## src/rtl/sdiv_pkg.sv

```systemverilog
package sdiv_pkg;
  localparam int DATA_W = 32;
  localparam int DVS_W  = 16;
  localparam int ADDR_W = 5;

  localparam logic [ADDR_W-1:0] OFF_DVD  = 5'h00;
  localparam logic [ADDR_W-1:0] OFF_DVS  = 5'h04;
  localparam logic [ADDR_W-1:0] OFF_QUO  = 5'h08;
  localparam logic [ADDR_W-1:0] OFF_REM  = 5'h0C;
  localparam logic [ADDR_W-1:0] OFF_STAT = 5'h10;
endpackage

```

## src/rtl/sdiv_engine.sv

```systemverilog
module sdiv_engine #(
  parameter int NUM_W = 32,
  parameter int DEN_W = 17
) (
  input  logic             clk,
  input  logic             rst_n,
  input  logic             start_i,
  input  logic             abort_i,
  input  logic [NUM_W-1:0] num_i,
  input  logic [DEN_W-1:0] den_i,
  output logic             busy_o,
  output logic             done_o,
  output logic [NUM_W-1:0] quo_o,
  output logic [DEN_W-2:0] rem_o
);
  localparam int CNT_W = $clog2(NUM_W);
  localparam logic [CNT_W-1:0] LAST = CNT_W'(NUM_W - 1);

  logic             busy_q, done_q;
  logic [CNT_W-1:0] cnt_q;
  logic [NUM_W-1:0] quo_q;
  logic [DEN_W-2:0] rem_q;
  logic [DEN_W-1:0] den_q;
  logic [DEN_W-1:0] trial, rem_nx;
  logic             fits;

  // shift the next dividend bit into the partial remainder and try a subtract
  always_comb begin
    trial  = {rem_q, quo_q[NUM_W-1]};
    fits   = (trial >= den_q);
    rem_nx = fits ? (trial - den_q) : trial;
  end

  always_ff @(posedge clk or negedge rst_n) begin
    if (!rst_n) begin
      busy_q <= 1'b0;
      done_q <= 1'b0;
      cnt_q  <= '0;
      quo_q  <= '0;
      rem_q  <= '0;
      den_q  <= '0;
    end else begin
      done_q <= 1'b0;
      if (abort_i) begin
        busy_q <= 1'b0;
      end else if (start_i) begin
        busy_q <= 1'b1;
        cnt_q  <= '0;
        quo_q  <= num_i;
        rem_q  <= '0;
        den_q  <= den_i;
      end else if (busy_q) begin
        quo_q <= {quo_q[NUM_W-2:0], fits};
        rem_q <= rem_nx[DEN_W-2:0];
        cnt_q <= cnt_q + 1'b1;
        if (cnt_q == LAST) begin
          busy_q <= 1'b0;
          done_q <= 1'b1;
        end
      end
    end
  end

  assign busy_o = busy_q;
  assign done_o = done_q;
  assign quo_o  = quo_q;
  assign rem_o  = rem_q;


  start_busy_chk: assert property (@(posedge clk) disable iff (!rst_n)
    (start_i && !abort_i) |=> busy_o);

  done_pulse_chk: assert property (@(posedge clk) disable iff (!rst_n)
    done_o |-> (!busy_o && $past(busy_o)));

  rem_bound_chk: assert property (@(posedge clk) disable iff (!rst_n)
    busy_q |-> (!rem_nx[DEN_W-1] && ({1'b0, rem_q} < den_q)));

  no_zero_start_chk: assert property (@(posedge clk) disable iff (!rst_n)
    start_i |-> (den_i != '0));
endmodule

```

## src/rtl/sdiv_signfix.sv

```systemverilog
module sdiv_signfix #(
  parameter int NUM_W = 32,
  parameter int DVS_W = 16
) (
  input  logic [NUM_W-1:0] quo_mag,
  input  logic [DVS_W-1:0] rem_mag,
  input  logic             neg_quo,
  input  logic             neg_rem,
  output logic [NUM_W-1:0] quo_o,
  output logic [NUM_W-1:0] rem_o
);
  logic [DVS_W-1:0] rem_s;

  always_comb begin
    quo_o = neg_quo ? (-quo_mag) : quo_mag;
    rem_s = neg_rem ? (-rem_mag) : rem_mag;
    rem_o = {{(NUM_W-DVS_W){rem_s[DVS_W-1]}}, rem_s};
  end
endmodule

```

## src/rtl/sdiv_regbus.sv

```systemverilog
module sdiv_regbus
  import sdiv_pkg::*;
#(
  parameter int DW = sdiv_pkg::DATA_W,
  parameter int VW = sdiv_pkg::DVS_W,
  parameter int AW = sdiv_pkg::ADDR_W
) (
  input  logic          clk,
  input  logic          rst_n,
  input  logic          req_valid,
  output logic          req_ready,
  input  logic          req_write,
  input  logic [AW-1:0] req_addr,
  input  logic [DW-1:0] req_wdata,
  output logic [DW-1:0] rsp_rdata
);
  localparam int DEN_W = VW + 1;

  logic [DW-1:0]    dvd_q, quo_q, rem_q;
  logic [VW-1:0]    dvs_q;
  logic             dz_q, negq_q, negr_q;
  logic             eng_busy, eng_done, busy;
  logic [DW-1:0]    eng_quo, fix_quo, fix_rem, num_mag;
  logic [VW-1:0]    eng_rem;
  logic [DEN_W-1:0] den_sx, den_mag;
  logic             hit_dvd, hit_dvs, hit_quo, hit_rem, hit_stat;
  logic             wr, dvs_wr, dvs_zero, start;

  always_comb begin
    hit_dvd  = (req_addr == OFF_DVD);
    hit_dvs  = (req_addr == OFF_DVS);
    hit_quo  = (req_addr == OFF_QUO);
    hit_rem  = (req_addr == OFF_REM);
    hit_stat = (req_addr == OFF_STAT);
    busy      = eng_busy | eng_done;
    req_ready = !(!req_write && (hit_quo || hit_rem) && busy);
    wr        = req_valid && req_ready && req_write;
    dvs_wr    = wr && hit_dvs;
    dvs_zero  = (req_wdata[VW-1:0] == '0);
    start     = dvs_wr && !dvs_zero;
    num_mag   = dvd_q[DW-1] ? (-dvd_q) : dvd_q;
    den_sx    = {req_wdata[VW-1], req_wdata[VW-1:0]};
    den_mag   = den_sx[DEN_W-1] ? (-den_sx) : den_sx;
  end

  sdiv_engine #(.NUM_W(DW), .DEN_W(DEN_W)) u_engine (
    .clk     (clk),
    .rst_n   (rst_n),
    .start_i (start),
    .abort_i (dvs_wr && dvs_zero),
    .num_i   (num_mag),
    .den_i   (den_mag),
    .busy_o  (eng_busy),
    .done_o  (eng_done),
    .quo_o   (eng_quo),
    .rem_o   (eng_rem)
  );

  sdiv_signfix #(.NUM_W(DW), .DVS_W(VW)) u_signfix (
    .quo_mag (eng_quo),
    .rem_mag (eng_rem),
    .neg_quo (negq_q),
    .neg_rem (negr_q),
    .quo_o   (fix_quo),
    .rem_o   (fix_rem)
  );

  always_ff @(posedge clk or negedge rst_n) begin
    if (!rst_n) begin
      dvd_q  <= '0;
      dvs_q  <= '0;
      quo_q  <= '0;
      rem_q  <= '0;
      dz_q   <= 1'b0;
      negq_q <= 1'b0;
      negr_q <= 1'b0;
    end else begin
      if (wr && hit_dvd) dvd_q <= req_wdata;
      if (dvs_wr) begin
        dvs_q <= req_wdata[VW-1:0];
        dz_q  <= dvs_zero;
      end
      if (start) begin
        negq_q <= dvd_q[DW-1] ^ req_wdata[VW-1];
        negr_q <= dvd_q[DW-1];
      end
      // zero store outranks a finishing result; the result outranks direct stores
      if (dvs_wr && dvs_zero) begin
        quo_q <= '1;
        rem_q <= {{(DW-VW){dvd_q[VW-1]}}, dvd_q[VW-1:0]};
      end else if (eng_done) begin
        quo_q <= fix_quo;
        rem_q <= fix_rem;
      end else begin
        if (wr && hit_quo) quo_q <= req_wdata;
        if (wr && hit_rem) rem_q <= req_wdata;
      end
    end
  end

  always_comb begin
    rsp_rdata = '0;
    if (hit_dvd)  rsp_rdata = dvd_q;
    if (hit_dvs)  rsp_rdata = {{(DW-VW){1'b0}}, dvs_q};
    if (hit_quo)  rsp_rdata = quo_q;
    if (hit_rem)  rsp_rdata = rem_q;
    if (hit_stat) rsp_rdata = {{(DW-2){1'b0}}, dz_q, 1'b0};
  end


  zero_flag_chk: assert property (@(posedge clk) disable iff (!rst_n)
    dvs_wr |=> (dz_q == $past(dvs_zero)));

  stall_chk: assert property (@(posedge clk) disable iff (!rst_n)
    (req_valid && req_ready && !req_write && (hit_quo || hit_rem)) |-> (!eng_busy && !eng_done));

  zero_abort_chk: assert property (@(posedge clk) disable iff (!rst_n)
    (dvs_wr && dvs_zero) |=> (!eng_busy && !eng_done && (quo_q == '1)));

  result_load_chk: assert property (@(posedge clk) disable iff (!rst_n)
    (eng_done && !dvs_wr) |=> (quo_q == $past(fix_quo) && rem_q == $past(fix_rem)));
endmodule

```

## config.mk

```make
export PLATFORM = sky130hd
export DESIGN_NAME = sdiv_regbus
export DESIGN_NICKNAME = d
export VERILOG_FILES = /design/src/rtl/sdiv_pkg.sv /design/src/rtl/sdiv_engine.sv /design/src/rtl/sdiv_signfix.sv /design/src/rtl/sdiv_regbus.sv
export SDC_FILE = /design/constraint.sdc
export NUM_CORES = 1
export LEC_CHECK = 0
export BUFFER_PORTS_ARGS = -buffer_cell sky130_fd_sc_hd__buf_2
export CELL_PAD_IN_SITES_DETAIL_PLACEMENT = 0
export CELL_PAD_IN_SITES_GLOBAL_PLACEMENT = 1
export CORE_ASPECT_RATIO = 1.1
export CORE_MARGIN = 2
export CORE_UTILIZATION = 36
export DETAILED_ROUTE_END_ITERATION = 6
export HOLD_SLACK_MARGIN = 0.08
export PLACE_DENSITY = 0.63
export SETUP_SLACK_MARGIN = 0.05
export SLEW_MARGIN = 10
export SYNTH_ARGS = -nofsm -noshare
export SYNTH_HDL_FRONTEND = slang
export SYNTH_HIERARCHICAL = 1
export SYNTH_SLANG_ARGS = --single-unit
```

## constraint.sdc

```tcl
create_clock -name clk -period 2.7 [get_ports clk]
set_input_delay 0.405 -clock clk [delete_from_list [all_inputs] [get_ports clk]]
set_output_delay 0.405 -clock clk [all_outputs]
set_load 0.02 [all_outputs]
```

* After elaboration in Yosys (flattened, before gate mapping)
Cells that the tools add are included.
Word-level totals: memories kept 0, input bits 41, logic and storage cells 79, memory bits (writable) 0, register bits 187, bits in latches 0, bits in read-only memories 0, output and inout bits 33
Operators by class: shift-type cells 0, eq/ne operators 5, div/mod/pow operators 0, bitwise gates (word level) 3, muxes and demuxes 30, reduce and logical (&&, ||, !) cells 21, $lt $le $gt $ge 1, add/subtract/negate cells 6, $mul 0
Operator list (count):
- 32-bit two-way mux | 15
- 16-bit two-way mux | 4
- 32-bit negation | 2
- 17-bit greater-or-equal comparator | 1
- 17-bit two-way mux | 1
- 17-bit negation | 1
- 16-bit logical NOT | 1
- 16-bit negation | 1
- 16-bit subtractor | 1
- 5-bit by 4-bit equality test with 1-bit output (second input constant) | 2
- 5-bit equality test (second input constant) | 2
- 1-bit logical AND | 10
- 5-bit two-way mux | 2
- 1-bit two-way mux | 8
- 3-bit nonzero test | 2
- 5-bit by 1-bit adder with 5-bit output (second input constant) | 1
- 5-bit by 3-bit equality test with 1-bit output (second input constant) | 1
- 5-bit logical NOT | 1
- 2-bit AND reduction | 2
- 1-bit logical NOT | 3
- 2-bit nonzero test | 1
- 1-bit logical OR | 1
- 1-bit inverter | 1
- 1-bit OR | 1
- 1-bit bitwise XOR | 1

* Depth between registers and ports, before layout
word-level depth 11, depth in mapped cells 13, mapped depth without buffers 11

* Modules after synthesis
Netlist, hierarchy kept.
By module, submodules not included:
- sdiv_regbus | cells an instance 795, instances 1, area an instance 7093.1 sq um, sequential area each 2877.8 sq um
- sdiv_engine | cells an instance 439, instances 1, area an instance 4022.6 sq um, sequential area each 1801.7 sq um
- sdiv_signfix | cells an instance 161, instances 1, area an instance 1163.6 sq um, sequential area each 0.0 sq um

* Worst setup path before layout
No wires, ideal clock.
path type input-to-reg, start input req_addr[1], end register u_engine.den_q[12], slack 0.025 ns, setup time 0.083 ns, data required time 2.617 ns, path buffers 3, stages on the path 11, data arrival time 2.592 ns, cells stage by stage or4_1 -> buf_2 -> nor2_1 -> nand2_1 -> inv_1 -> clkbuf_1 -> inv_1 -> nor2_1 -> clkbuf_1 -> nand2_1 -> o21ai_0
On the way: elaborated cells between the ends (all ways) 14, those cells by class 3 x eq/ne; 1 x bitwise; 10 x reduce/logical
RTL lines:
- from (decl) | RTL line sdiv_regbus.sv:13 | input logic [AW-1:0] req_addr,
- 5-bit by 4-bit equality test with 1-bit output (on tied branches) | RTL line sdiv_regbus.sv:32, sdiv_regbus.sv:33
- 1-bit logical OR | RTL line sdiv_regbus.sv:36 | req_ready = !(!req_write && (hit_quo || hit_rem) && busy);
- 1-bit logical AND (2 in a row) | RTL line sdiv_regbus.sv:36
- 1-bit logical NOT | RTL line sdiv_regbus.sv:36
- 1-bit logical AND (2 in a row) | RTL line sdiv_regbus.sv:37 | wr = req_valid && req_ready && req_write;
- 1-bit logical AND * | RTL line sdiv_regbus.sv:38 | dvs_wr = wr && hit_dvs;
- 1-bit logical AND * | RTL line sdiv_regbus.sv:40 | start = dvs_wr && !dvs_zero;
- named net start | RTL line sdiv_regbus.sv:27 | logic wr, dvs_wr, dvs_zero, start;
- 2-bit AND reduction (no source line) *
- to (signal assigned) | RTL line sdiv_engine.sv:51 | den_q <= den_i;
- to (decl) | RTL line sdiv_engine.sv:23 | logic [DEN_W-1:0] den_q;
Mark *: on every way through the listed nets, which the timed path passes. The rest lies on a longest branch. A chain may end at the register's enable or synchronous reset.

* Worst setup path after layout
start register dvd_q[9], end register u_engine.quo_q[19] (netlist: u_engine/quo_o[19])
On the way: longest elaborated chain between the ends 3
Ends and longest elaborated chain:
- from (decl) | RTL line sdiv_regbus.sv:19 | logic [DW-1:0] dvd_q, quo_q, rem_q;
- from (signal assigned) | RTL line sdiv_regbus.sv:78 | if (wr && hit_dvd) dvd_q <= req_wdata;
- 32-bit negation | RTL line sdiv_regbus.sv:41 | num_mag = dvd_q[DW-1] ? (-dvd_q) : dvd_q;
- 32-bit two-way mux | RTL line sdiv_regbus.sv:41
- named net num_mag[19] | RTL line sdiv_regbus.sv:23 | logic [DW-1:0] eng_quo, fix_quo, fix_rem, num_mag;
- 32-bit two-way mux | RTL line sdiv_engine.sv:46 | end else if (start_i) begin
- to (signal assigned) | RTL line sdiv_engine.sv:49 | quo_q <= num_i;
- to (signal assigned) | RTL line sdiv_engine.sv:53 | quo_q <= {quo_q[NUM_W-2:0], fits};
- to (decl) | RTL line sdiv_engine.sv:21 | logic [NUM_W-1:0] quo_q;
The timed path passes the listed nets, and every way through them passes these cells.

==> out/results.ini <==
[layout]
drive_gt1_frac = 0.1976
post-route-util = 0.4242
n_antenna_cell = 0
fin_nets = 1543
area.growth.synth_to_final_pct = 15.59

[die]
rows = 70
dieArea_sq_um = 35600
start_util = 0.3670
die_w_um = 180.1
core-area_sq_um = 33460
chipHeight_um = 197.7
io_pins = 74

[global_routing]
grt_usage = 0.2268
gr-total-overflow = 0
grt_pass1_wl_mm = 63.02
grt_max_degree = 61
grt_pass1_vias = 10500
antenna_found_initial = 0

[power]
p_int_mw = 5.683
combPwrFrac = 0.306
power_frac_seq = 0.409
powerDensity_nw_per_um2 = 612.6
ir_worst_vdd_mv = 0.4761
p_leak_nw = 6.144
switchingPower_mw = 3.012
netSwitchingFraction = 0.3464
pwr-share-clk = 0.285

[sta]
tightestPinTransition_ps = 706.7
layout_min_cycle_time_ps = 2466
fmax_ghz = 0.4055
post-route-period-util = 0.9135
finalSetupViolCount = 0
tns_ps = 0
rsz0062_at_grt = no
finalMaxSlewViolations = 0
hold_violations = 0
relSlewSlack = 0.5277
fin_skew_ps = 13.31

[logic_synthesis]
syn_inst = 1395
syn_area_sq_um = 12280
ys.flop_type = dfrtp_1
synth_edf_count = 0
async_reset_ff_frac = 1.000
synth_fp_nets = 1460
synth.ff_latch_count = 187
synth_cell_types = 65
yosys_warnings = 6
avgSynthCellArea_sq_um = 8.802
seq_area_frac_synth = 0.3811

[clock_tree]
htreeDepth = 4
cts_root_buf = clkbuf_16
cts_buffers = 17
path_clk_slew_ps = 70
post-cts-setup-buffers = 0
clk_latency_ps = 440
cts_sinks = 187
clock_path_buffers = 2
cts_tree = done

[setup_path]
arrival_ps = 2820
path_class = flop to flop
crit_fanout = 6
cp-end-kind = flop
required_ps = 3050
critPathLaunchType = flop

[route]
first_pass_iters = 6
via_per_inst = 5.535
wl_per_cell_um = 21.05
ant_nets = 0
drt_iter0_drc = 688
routed-via-count = 10630
drcViolationCount = 0
wirelength_mm = 40.42

[placement]
port_buffers = 73
hpwl_mm = 29.48
gp_congestion = 0.8405

[min_path]
hold_path.class = input port to flop

[run]
drv_cap = 0

[run_status]
status = finished, final reports clean

## cells in the mapped netlist (8+ instances only)
cell type,n,share of area
o41ai_1,21,0.015
o31ai_1,30,0.018
buf_1,8,0.0024
buf_2,27,0.011
mux2i_1,75,0.061
o22ai_1,48,0.024
a31oi_1,54,0.028
or3_1,16,0.0082
buf_4,21,0.013
nand3_1,28,0.011
ha_1,23,0.023
and2_1,18,0.0092
a211oi_1,17,0.010
inv_1,33,0.010
clkbuf_1,63,0.019
a21oi_1,52,0.021
nand2_1,188,0.057
mux2_2,49,0.045
xnor2_1,93,0.066
nor2_1,89,0.027
o21ai_1,20,0.0082
nor4_1,8,0.0041
nor3_1,8,0.0033
o21ai_0,110,0.045
dfrtp_1,187,0.38
nand2b_1,11,0.0056
## critical path: stages, from the launching register on
cell and delay, ps:
dfrtp_1 450, nor4_1 420, buf_4 220, nand3_1 270, o41ai_1 590, xnor2_1 190
mux2i_1 90, o21ai_0 140
## power groups by stage
| stage | clock (mW) | combinational (mW) | sequential (mW) |
|---|---|---|---|
| 6_report | 2.48 | 2.66 | 3.56 |
| 5_1_grt | 2.64 | 2.91 | 3.62 |
| 4_1_cts | 2.53 | 2.65 | 3.55 |
| 3_5_place_dp | 0 | 2.64 | 3.61 |
| 3_3_place_gp | 0 | 2.61 | 3.60 |
| 2_1_floorplan | 0 | 1.72 | 3.51 |
## flip-flops by register name (all words and copies together), names as in the netlist
| register | count |
|---|---|
| u_engine/quo_o | 32 |
| u_engine/cnt_q | 5 |
| u_engine/busy_o | 1 |
| u_engine/done_o | 1 |
| dz_q | 1 |
| rem_q | 32 |
| u_engine/rem_o | 16 |
| dvd_q | 32 |
| negr_q | 1 |
| negq_q | 1 |
| u_engine/den_q | 17 |
| dvs_q | 16 |
| quo_q | 32 |
## layout make-up
class                           count  area, sq um
Fill cell                        3384        19260
Multi-Input combinational cell   1048         6879
Sequential cell                   187         4679
Timing Repair Buffer              190         1418
Tap cell                          432        540.5
Clock buffer                       19        452.9
Inverter                           34        127.6
Clock inverter                     10        96.34
## metrics by stage
step	power (mW)	area, sq um	std cells	hold WS [ps]	worst slack [ps]
finish	8.695	14190	1920	234.7	233.7
global placement	6.215	13620	1890	442.6	60.48
global route	9.161	14190	1920	227.2	54.93
CTS	8.737	14180	1920	216.7	105.2
detailed placement	6.246	13620	1890	438.9	44.59
floorplan	5.236	12290	1395	109.4	177.0
## path summary, 6_finish.rpt
check / startpoint / endpoint / slack, ps / cells past startpoint
setup / recovery: dvd_q[9] / u_engine/quo_o[19] / 230 / 7
hold / removal: req_wdata[16] / dvd_q[16] / 230 / 2
setup reg to reg: dvd_q[9] / u_engine/quo_o[19] / 230 / 7
hold reg to reg: dvs_q[3] / dvs_q[3] / 480 / 2
max in group asynchronous: rst_n / u_engine/den_q[8] / 1430 / 3
min in group asynchronous: rst_n / rem_q[26] / 520 / 2
## what timing repair did
item	4_1_cts	5_1_grt
setup endpoints to repair	0	21
hold buffers	1	0
resized for setup	0	4
hold endpoints to repair	56	0
## per-layer routing
metal  vias up  track usage  share of wire
li1       5133            -              -
met1      5235       0.2975           0.45
met2       217       0.3936           0.49
met3        43      0.02722          0.031
met4         0      0.06720          0.024
met5         -            0              0
## cell families after synthesis
logic type | after synthesis | share of synthesized area
buf+inv | 160 | 0.06236
other cells | 1 | 0.0003054
xor+xnor | 98 | 0.06990
mux | 124 | 0.1061
flops | 187 | 0.3811
compound gates | 380 | 0.1911
fa+ha+maj | 24 | 0.02507
simple gates | 421 | 0.1642
## placed cells by master, fill, tap and decap left out, drive strengths merged, types with 7 or more instances in the layout
cell    instances
nand3b          7
buf           188
nor3            9
ha             23
mux2i          75
and2           18
o31ai          31
a31oi          54
dfrtp         187
inv            35
a211oi         17
nor4           12
nor2b           7
mux2           49
xnor2          93
or3            16
o21ai         130
clkbuf         20
nand3          28
or4             9
o41ai          23
nand2         189
o22ai          48
a21oi          53
nand2b         12
nor2           89
Power figures use the tool's default switching activity.
